<file path="config.mk">
export PLATFORM = sky130hd
export DESIGN_NAME = frame_cam_xlate
export DESIGN_NICKNAME = d
export VERILOG_FILES = /design/src/rtl/frame_cam_pkg.sv /design/src/rtl/frame_cam_ctrl.sv /design/src/rtl/frame_cam_dp.sv /design/src/rtl/frame_cam_xlate.sv
export SDC_FILE = /design/constraint.sdc
export NUM_CORES = 1
export LEC_CHECK = 0
export BUFFER_PORTS_ARGS = -buffer_cell sky130_fd_sc_hd__buf_2
export CORE_ASPECT_RATIO = 1.25
export CORE_MARGIN = 5
export CORE_UTILIZATION = 30
export CTS_CLUSTER_DIAMETER = 60
export DETAILED_ROUTE_END_ITERATION = 10
export SLEW_MARGIN = 20
export SYNTH_ARGS = -nofsm -noshare
export SYNTH_HDL_FRONTEND = slang
export SYNTH_SLANG_ARGS = --single-unit
</file>
<file path="constraint.sdc">
create_clock -name clk -period 2.65 [get_ports clk]
set_input_delay 0.3975 -clock clk [delete_from_list [all_inputs] [get_ports clk]]
set_output_delay 0.3975 -clock clk [all_outputs]
set_load 0.1 [all_outputs]
</file>
<file path="src/rtl/frame_cam_pkg.sv">
package frame_cam_pkg;
  typedef struct packed {
    logic load;    // install page and mark record live
    logic clear;   // mark record dead
    logic sample;  // capture a lookup result this edge
  } camStrobe_t;
endpackage

</file>
<file path="src/rtl/frame_cam_ctrl.sv">
module frame_cam_ctrl
  import frame_cam_pkg::*;
(
  input  logic       clk,
  input  logic       rst_n,
  input  logic       lookupValid,
  input  logic       wrEn,
  input  logic       wrValid,
  output camStrobe_t strobe,
  output logic       respValid
);
  always_comb begin
    strobe.load   = wrEn && wrValid;
    strobe.clear  = wrEn && !wrValid;
    strobe.sample = lookupValid;
  end

  always_ff @(posedge clk) begin
    if (!rst_n) respValid <= 1'b0;
    else        respValid <= lookupValid;
  end
endmodule

</file>
<file path="src/rtl/frame_cam_dp.sv">
module frame_cam_dp
  import frame_cam_pkg::*;
#(
  parameter int PAGE_W     = 8,
  parameter int OFF_W      = 10,
  parameter int NUM_FRAMES = 16,
  parameter int FRAME_W    = $clog2(NUM_FRAMES)
) (
  input  logic                     clk,
  input  logic                     rst_n,
  input  camStrobe_t               strobe,
  input  logic [PAGE_W-1:0]        lookupPage,
  input  logic [OFF_W-1:0]         lookupOffset,
  input  logic [FRAME_W-1:0]       wrFrame,
  input  logic [PAGE_W-1:0]        wrPage,
  output logic                     hit,
  output logic                     pageFault,
  output logic                     multiHit,
  output logic [FRAME_W-1:0]       frameIdx,
  output logic [FRAME_W+OFF_W-1:0] physAddr
);
  localparam int PA_W = FRAME_W + OFF_W;

  logic [PAGE_W-1:0]     entryPage [NUM_FRAMES];
  logic [NUM_FRAMES-1:0] entryValid;
  logic [NUM_FRAMES-1:0] matchVec;
  logic [FRAME_W-1:0]    firstIdx;
  logic                  anyMatch;
  logic                  manyMatch;

  // record storage: one write per cycle, visible from the next cycle
  always_ff @(posedge clk) begin
    if (!rst_n) begin
      entryValid <= '0;
      for (int f = 0; f < NUM_FRAMES; f++) entryPage[f] <= '0;
    end else begin
      for (int f = 0; f < NUM_FRAMES; f++) begin
        if (wrFrame == FRAME_W'(f)) begin
          if (strobe.load) begin
            entryValid[f] <= 1'b1;
            entryPage[f]  <= wrPage;
          end else if (strobe.clear) begin
            entryValid[f] <= 1'b0;
          end
        end
      end
    end
  end

  // parallel compare, one comparator per frame
  for (genvar g = 0; g < NUM_FRAMES; g++) begin : g_cmp
    assign matchVec[g] = entryValid[g] && (entryPage[g] == lookupPage);
  end

  // lowest-index priority encoder
  always_comb begin
    firstIdx = '0;
    for (int i = NUM_FRAMES - 1; i >= 0; i--) begin
      if (matchVec[i]) firstIdx = FRAME_W'(i);
    end
  end

  assign anyMatch  = |matchVec;
  assign manyMatch = |(matchVec & (matchVec - NUM_FRAMES'(1)));

  always_ff @(posedge clk) begin
    if (!rst_n || !strobe.sample) begin
      hit       <= 1'b0;
      pageFault <= 1'b0;
      multiHit  <= 1'b0;
      frameIdx  <= '0;
      physAddr  <= '0;
    end else begin
      hit       <= anyMatch;
      pageFault <= !anyMatch;
      multiHit  <= manyMatch;
      frameIdx  <= anyMatch ? firstIdx : '0;
      physAddr  <= anyMatch ? {firstIdx, lookupOffset} : PA_W'(0);
    end
  end
endmodule

</file>
<file path="src/rtl/frame_cam_xlate.sv">
module frame_cam_xlate
  import frame_cam_pkg::*;
#(
  parameter int PAGE_W     = 8,
  parameter int OFF_W      = 10,
  parameter int NUM_FRAMES = 16,
  parameter int FRAME_W    = $clog2(NUM_FRAMES)
) (
  input  logic                     clk,
  input  logic                     rst_n,
  input  logic                     lookupValid,
  input  logic [PAGE_W-1:0]        lookupPage,
  input  logic [OFF_W-1:0]         lookupOffset,
  input  logic                     wrEn,
  input  logic [FRAME_W-1:0]       wrFrame,
  input  logic [PAGE_W-1:0]        wrPage,
  input  logic                     wrValid,
  output logic                     respValid,
  output logic                     hit,
  output logic                     pageFault,
  output logic                     multiHit,
  output logic [FRAME_W-1:0]       frameIdx,
  output logic [FRAME_W+OFF_W-1:0] physAddr
);
  camStrobe_t strobe;

  frame_cam_ctrl u_ctrl (
    .clk        (clk),
    .rst_n      (rst_n),
    .lookupValid(lookupValid),
    .wrEn       (wrEn),
    .wrValid    (wrValid),
    .strobe     (strobe),
    .respValid  (respValid)
  );

  frame_cam_dp #(
    .PAGE_W    (PAGE_W),
    .OFF_W     (OFF_W),
    .NUM_FRAMES(NUM_FRAMES),
    .FRAME_W   (FRAME_W)
  ) u_dp (
    .clk         (clk),
    .rst_n       (rst_n),
    .strobe      (strobe),
    .lookupPage  (lookupPage),
    .lookupOffset(lookupOffset),
    .wrFrame     (wrFrame),
    .wrPage      (wrPage),
    .hit         (hit),
    .pageFault   (pageFault),
    .multiHit    (multiHit),
    .frameIdx    (frameIdx),
    .physAddr    (physAddr)
  );
endmodule

</file>
# After elaboration in Yosys (flattened, before gate mapping)
# Memories as Yosys holds them, arrays and structs flattened.
# Cells that the tools add are included.
# classes
addsub,1
multipliers,0
div_mod_pow,0
order_cmp,0
eq_ne,31
n_shift,0
mux,84
n_bitwise,18
n_reduce_logical,44
# ops
operator,n
== test 8 bit,16
2-to-1 mux 8 bit,16
2-to-1 mux 4 bit,16
2-to-1 mux 1 bit,52
"== test 4 bit, second input constant",8
AND reduction 2 bit,16
OR reduction 16 bit,2
logical AND 1 bit,18
AND 16 bit,1
"== test 4 x 3 -> 1 bit, second input constant",4
OR 1 bit,16
"subtractor 16 x 1 -> 16 bit, second input constant",1
"== test 4 x 2 -> 1 bit, second input constant",2
"== test 4 x 1 -> 1 bit, second input constant",1
zero test 1 bit,4
zero test 4 bit,1
nonzero test 2 bit,1
OR reduction 2 bit,1
logical OR 1 bit,1
inverter 1 bit,1
# word_totals
register_bits,38
latchBits,0
ramBits,128
mem_bits_ro,0
input_bits,35
output_inout_bits,22
elab_cells,201
mem_count,1
# memory_table
name,depth,word_bits,read_ports,rd_ports_with_merged_regs,write_ports,line_no,text
u_dp.entryPage,16,8,16,0,16,frame_cam_dp.sv:24,logic [PAGE_W-1:0] entryPage [NUM_FRAMES];

# Depth between registers and ports, before layout
# Gate-level depths: netlist (run 1).
# depth
word_depth,18
ltp_mapped,10
depth_no_buf,8

# Cells and area by module
# From an unflattened synthesis (run 1), not the netlist that was laid out.
# unflattened
hier_cells,648
area_unflattened_um2,7573.5
# by_module_without_submodules
module,instances,cells_per_inst,area_per_inst_um2,seq_area_each_um2
frame_cam_dp,1,643,7523.5,4504.3
frame_cam_ctrl,1,5,50.0,20.0

# Worst setup path after synthesis (run 1)
# OpenSTA, ideal clock, no wires.
# synth_timing
path_type,input to register
startpoint,in lookupPage[1]
endpoint,reg u_dp.multiHit
setup_ps,138
arrival_ps,2229
t_required_ps,2512
slack_ps,283
path_stages,9
n_path_buf,1
path_cell_list,buf_4 xnor2_1 nand4_1 nor3_2 or4_4 or3_4 a211o_1 o221ai_1 a41oi_1
# synth_between
elab_chain_len,5
elab_cells_between_ends,35
classes_between,1 x add/sub; 16 x eq/ne; 1 x bitwise; 17 x reduce/logical
# synth_rtl
item,line_no,text
start: declaration,frame_cam_xlate.sv:12,"input logic [PAGE_W-1:0] lookupPage,"
== test 8 bit,frame_cam_dp.sv:52,assign matchVec[g] = entryValid[g] && (entryPage[g] == lookupPage);
logical AND 1 bit,frame_cam_dp.sv:52,
subtractor 16 x 1 -> 16 bit,frame_cam_dp.sv:64,assign manyMatch = |(matchVec & (matchVec - NUM_FRAMES'(1)));
AND 16 bit (*),frame_cam_dp.sv:64,
OR reduction 16 bit (*),frame_cam_dp.sv:64,
end signal: assignment,frame_cam_dp.sv:76,multiHit <= manyMatch;
end: declaration,frame_cam_dp.sv:18,"output logic multiHit,"
# Mark *: on every way between the ends. The rest lies on a longest branch, timed or not.
# A chain may end at the register's enable or synchronous reset.

==> results.md, run 1 <==
* Final Cycle Share at ~90%
* CTS HTree Levels at 4
* Slew Viols, Final at 0
* I/O Pins at 57
* Post-route cell area at 8910 sq um
* Num CTS Buffers at 17
* Pwr Density at 664 nW/um^2
* Most instantiated cells after synthesis: edfxtp_1, xnor2_1, nor2_1
* Worst-case clock buffer depth at 2
* Root Buffer: clkbuf_16
* CTS sink count at 162
* Total power at 5.92 mW
* CP arrival at 2.66 ns
* Netlist cell types at 40
* Worst slew pin tran at 0.652 ns
* Initial detailed-routing violation count at 308
* # rows at 64
* Slew HR at a little under three fifths
* Resized Gates After CTS at 0
* Critical path type: flop to flop
* Gate Count Post-Synth at 643
* Hold endpoint: u_dp.physAddr[2]
* RSZ-0062 raised after global routing: false
* Hold_sp: lookupOffset[2]
* Die X at roughly 150 um
* Vias in the first global route at 4952
* Starting Density at a little under a third
* Hold Crit Depth at 2
* Ys Warns at 0
* Port buffer count at 56
* Vias per cell at 4.56
* Top cells by area, synth: edfxtp_1, xnor2_1, dfxtp_1
* CTS tree: yes
* Routed WL at 18400 um
* Clock Skew at between 0.006 and 0.007 ns
* Post-synth net total at between 600 and 700
* Syn_area_per_cell at between 10 and 15 sq um
* FF+latch count, synth at 162
* Synth async-reset ratio at 0%
* Grt ovf at 0
* WP data required at around 2.9 ns
* Initial antenna violation count at 0
* Core ar. at 24400 sq um
* Post-synth top area share at 51.8%
* Register area share after synthesis at about three fifths
* ANT nets after route at 0
* Skew-Pair Late Insertion Delay at 0.43 ns
* Clk slew on worst S/H paths at 0.06 ns
* Crit end category: flop
* Fin Hold WS at about 0.16 ns
* Fmax at 422 MHz
* Top_reg_cell synth: edfxtp_1
* First-pass GRT wire length at roughly 28000 um
* Pre-antenna DRT Iters at 5
* Antenna Cells at 0
* Routability cong. at 0.800
* Drt drc at 0
* Minimum clock period after layout at 2.37 ns
* Reg2Reg Capture Point: u_dp.multiHit
* Largest net degree at the start of global routing at 22
* Final Instance Count excl. Fillers at 1069
* Max Cap Viol at 0
* Area growth syn-to-layout at 20.2%
* Worst r2r src: u_dp.entryPage[0][23]
* Post-CTS Setup Bufs at 0
* Synthesized cell area at 7420 sq um
* Total number of vias at 4872
* Die Ht at 186 um
* Flop-to-flop setup slack at 0.28 ns
* Cts hold-fix bufs at 0
* Detail Placement HPWL at 13800 um
* Setup TNS at 0 ns
* Routed WL per cell at 17.2 um
* Dpl cell area at 8310 sq um
* Lkg Pwr at around 3.2 nW
* Final setup vio count at 0
* Final hold viol count at 0
* CP Max Fanout at 5
* Reg2Reg Depth at 9
* Hold Crit Class: input port to flop
* CP Launch Type: flop
* Status: completed
* Post-layout nets at 761
* Dominant cell type by area after synthesis: edfxtp_1
* Post-synth EDFFs at 128
* Max VDD drop at a little under 0.0005 V
* Fraction of layout cells with a size suffix above 1 at 18.9%
* Die area at 28000 sq um
* GRT Resource Usage Total at 13.8%
* Count leader, synth: edfxtp_1
* Inst Count DP at 1037
==> per-layer routing <==
metal	up-vias	share of wire, %	GRT usage [%]
li1	2360	-	-
met1	2388	41	16.5
met2	99	53	24.5
met3	25	3.7	2.41
met4	0	2.2	5.30
met5	-	0	0
==> power breakdown <==
part | leakage [nW] | internal (mW) | switching [mW] | total (mW)
clock network | 0.307 | 1.48 | 0.975 | 2.45
logic | 1.42 | 0.215 | 0.302 | 0.517
registers | 1.50 | 2.89 | 0.0595 | 2.95
total | 3.22 | 4.58 | 1.34 | 5.92
==> critical path: stages (launching register included) <==
cell and delay [ns]:
edfxtp_1 0.38, xnor2_1 0.13, nand3_1 0.12, nor3_2 0.07
or4_4 0.57, nor4_1 0.35, buf_4 0.18, nor2_1 0.03
o31ai_1 0.26, a41oi_1 0.15
==> cells by family (layout without fill, tap and decap cells) <==
kind of cell             after synthesis  in the layout  synth area share, %
AND/OR/NAND/NOR                      256            256                 15.9
XOR/XNOR                             128            128                 15.1
AO/OA/AOI/OAI                         46             46                 4.17
adder cells (fa/ha/maj)                1              1                0.135
buffers and inverters                 50            146                 3.71
flip-flops                           162            162                 61.0
==> per-stage QoR <==
stage | util, % | setup WS [ns]
after detailed placement | 34.0 | 0.00346
after global routing | 36.5 | 0.0302
final | 36.5 | 0.279
after CTS | 36.5 | 0.229
after floorplan | - | 0.283
after global placement | 34.0 | -0.0122
==> cell type report <==
type / count / area (sq um)
multi-input cells: 431 / 2620
flip-flops and latches: 162 / 4520
inverters: 13 / 48.8
fillers: 2408 / 15500
clock inverters: 6 / 37.5
clock buffers: 26 / 567
repair buffers: 101 / 706
well taps: 330 / 413
==> registers in the layout, indices dropped and copies added (netlist names) <==
register          cells
u_dp.frameIdx         1
u_dp.pageFault        1
u_dp.entryValid      16
u_dp.physAddr        13
u_dp.entryPage      128
u_dp.multiHit         1
u_dp.hit              1
u_ctrl.respValid      1
==> worst max-delay path by stage <==
stage	from	to	slack [ns]	cells after the start
2_1_floorplan	lookupPage[1]	u_dp.multiHit	0.28	9
3_3_place_gp	lookupPage[4]	u_dp.multiHit	-0.01	10
3_5_place_dp	lookupPage[5]	u_dp.multiHit	0.003	11
4_1_cts	u_dp.entryPage[0][21]	u_dp.multiHit	0.23	9
5_1_grt	u_dp.entryPage[0][17]	u_dp.multiHit	0.03	9
6_report	u_dp.entryPage[0][23]	u_dp.multiHit	0.28	9
==> cells in the final DEF, fill, tap and decap left out, types with 4 or more instances in the layout <==
cell / n
clkinv_2: 4
o21ai_0: 12
inv_1: 13
dfxtp_1: 34
edfxtp_1: 128
buf_4: 38
nand2b_1: 4
nand3_1: 26
buf_12: 7
a21boi_0: 16
nand2_1: 61
and3_1: 4
and2_1: 10
nor2_1: 92
xor2_1: 28
a21oi_1: 4
nand4_1: 16
xnor2_1: 100
clkbuf_16: 21
buf_2: 56
or2_2: 5
nor2b_1: 4
nor3_1: 21
nor4_1: 6
Power figures use the tool's default switching activity.
==> inputs of run 2 (changes only) <==
--- a/config.mk
+++ b/config.mk
@@ -7,7 +7,6 @@
 export LEC_CHECK = 0
 export BUFFER_PORTS_ARGS = -buffer_cell sky130_fd_sc_hd__buf_2
 export CORE_ASPECT_RATIO = 1.25
-export CORE_MARGIN = 5
 export CORE_UTILIZATION = 30
 export CTS_CLUSTER_DIAMETER = 60
 export DETAILED_ROUTE_END_ITERATION = 10
==> results.md, run 2 (synthesized netlist as in run 1, its figures left out) <==
* Num CTS Buffers at 17 (unchanged)
* Final hold viol count at 0 (unchanged)
* Pwr Density at 670 nW/um^2 (+0.95%)
* CTS tree: yes
* Worst slew pin tran at 0.653 ns (+0.00120 ns)
* Skew-Pair Late Insertion Delay at 0.43 ns (about the same)
* Most flop-heavy register: u_dp.entryPage
* Lkg Pwr at 3.20 nW (-0.70%)
* Hold_sp: lookupOffset[6]
* First-pass GRT wire length at 27400 um (-3.7%)
* Crit end category: flop
* Antenna Cells at 0 (unchanged)
* Total power at 5.96 mW (+0.70%)
* Flip-flop count of the largest register after layout at 128 (unchanged)
* Inst Count DP at 1034 (-0.29%)
* Post-CTS Setup Bufs at 0 (unchanged)
* Initial antenna violation count at 0 (unchanged)
* Clk slew on worst S/H paths at 0.07 ns (about the same)
* Worst-case clock buffer depth at 2 (unchanged)
* Clock Skew at 0.0104 ns (+0.00353 ns)
* Cts hold-fix bufs at 0 (unchanged)
* Largest net degree at the start of global routing at 23 (+4.5%)
* Resized Gates After CTS at 0 (unchanged)
* Core ar. at 24000 sq um (-1.9%)
* Fraction of layout cells with a size suffix above 1 at 19.2% (+0.22 points)
* Slew Viols, Final at 0 (unchanged)
* WP data required at 2.93 ns (about the same)
* Place WS at -0.00441 ns (-0.00787 ns)
* Final setup vio count at 0 (unchanged)
* Max VDD drop at 0.000471 V (-2.1%)
* Post-layout nets at 763 (+0.26%)
* Drt drc at 0 (unchanged)
* Max Cap Viol at 0 (unchanged)
* Top flop regs: u_dp.entryPage: 128 flops, u_dp.entryValid: 16 flops, u_dp.physAddr: 13 flops
* Setup TNS at 0 ns (unchanged)
* Die Ht at 178 um (-4.3%)
* Die X at 143 um (-5.3%)
* Crit path launch: u_dp.entryPage[0][14]
* Starting Density at 30.9% (+0.58 points)
* Number of fill cells at 2354 (-2.2%)
* Fmax at 416 MHz (-1.3%)
* Commonest cells after routing, fill and taps aside: edfxtp_1, xnor2_1, nor2_1
* Commonest non-fill, non-tap cell in the layout: edfxtp_1
* Worst r2r src: u_dp.entryPage[0][14]
* Final core occ at 37.1% (+0.61 points)
* Port buffer count at 56 (unchanged)
* Vias in the first global route at 4789 (-3.3%)
* Area growth syn-to-layout at 19.9%
* Worst-path cell chain: xnor2_1 -> nand3_1 -> nor3_1 -> or4_4 -> or3_4 -> a211o_1 -> o221ai_1 -> a41oi_1
* RSZ-0062 raised after global routing: false
* Critical path type: flop to flop
* I/O Pins at 57 (unchanged)
* Hold Crit Class: input port to flop
* Vias per cell at 4.56 (about the same)
* Detail Placement HPWL at 13200 um (-4.1%)
* Die area at 25400 sq um (-9.4%)
* CTS sink count at 162 (unchanged)
* Grt ovf at 0 (unchanged)
* CP arrival at 2.68 ns (+0.02 ns)
* Routed WL per cell at 16.8 um (-2.6%)
* Pre-antenna DRT Iters at 5 (unchanged)
* Largest stage delay on the critical path at 0.56 ns (about the same)
* Total number of vias at 4856 (-0.33%)
* Final Instance Count excl. Fillers at 1066 (-0.28%)
* CP Launch Type: flop
* GRT Resource Usage Total at 14.9% (+1.1 points)
* Final Cycle Share at 90.7% (+1.2 points)
* CP Max Fanout at 5 (unchanged)
* Root Buffer: clkbuf_16
* Initial detailed-routing violation count at 301 (-2.3%)
* Slowest stage cell, crit path: or4_4
* Minimum clock period after layout at 2.40 ns (+0.0313 ns)
* ANT nets after route at 0 (unchanged)
* Fin worst setup slack at 0.248 ns (-0.0313 ns)
* Routed WL at 17900 um (-2.8%)
* Status: completed
* CTS HTree Levels at 4 (unchanged)
* Slew HR at 56.4% (-0.080 points)
* Routability cong. at 0.808 (+1.1%)
* # rows at 63 (-1.6%)
run 2: changes by cell type in the layout (fill, tap and decap cells not counted), sizes merged:
cell | previous run | this run
clkbuf | 26 | 17
inv | 13 | 19
clkinvlp | 0 | 3
buf | 101 | 103
bufinv | 0 | 2
clkinv | 6 | 4
run 2: critical path, delay by kind of cell (launching register included):
kind	cells	cell delay (ns)
and+or+nand+nor	4	1.17
AOI/OAI and AO/OA	3	0.52
DFF	1	0.41
xor gates and xnor gates	1	0.15
run 2: path summary, 6_finish.rpt:
check | to | depth (start not counted) | slack, ns
worst max-delay path | u_dp.multiHit | 8 | 0.25
worst min-delay path | u_dp.physAddr[6] | 2 | 0.16
worst max register to register | u_dp.multiHit | 8 | 0.25
worst min register to register | u_dp.entryValid[12] | 2 | 0.47
run 2: through the flow:
step	hold WS (ns)	area (sq um)
after floorplan	0.444	7420
after global placement	0.462	8290
after detailed placement	0.465	8290
after CTS	0.141	8890
after global routing	0.142	8890
final	0.159	8890
run 2: cell type report:
type	instances	area (sq um)	share of cell area [%]
Clock buffer	17	425	4.79
Inverter	13	48.8	0.549
Multi-Input combinational cell	431	2620	29.4
Tap cell	325	407	4.57
Clock inverter	15	173	1.94
Sequential cell	162	4520	50.9
Timing Repair Buffer	103	696	7.83
run 2: routing by layer:
layer / routed length [um] / part of all wire, % / track usage, %
met5: 0 / 0 / 0
met4: 335 / 1.9 / 5.91
met3: 666 / 3.7 / 2.62
met1: 7740 / 43 / 18.1
met2: 9140 / 51 / 26.0
run 2: power breakdown:
part	internal [mW]	switching [mW]	leakage (nW)
clock network	1.42	1.09	0.284
logic	0.212	0.296	1.42
registers	2.89	0.0616	1.50
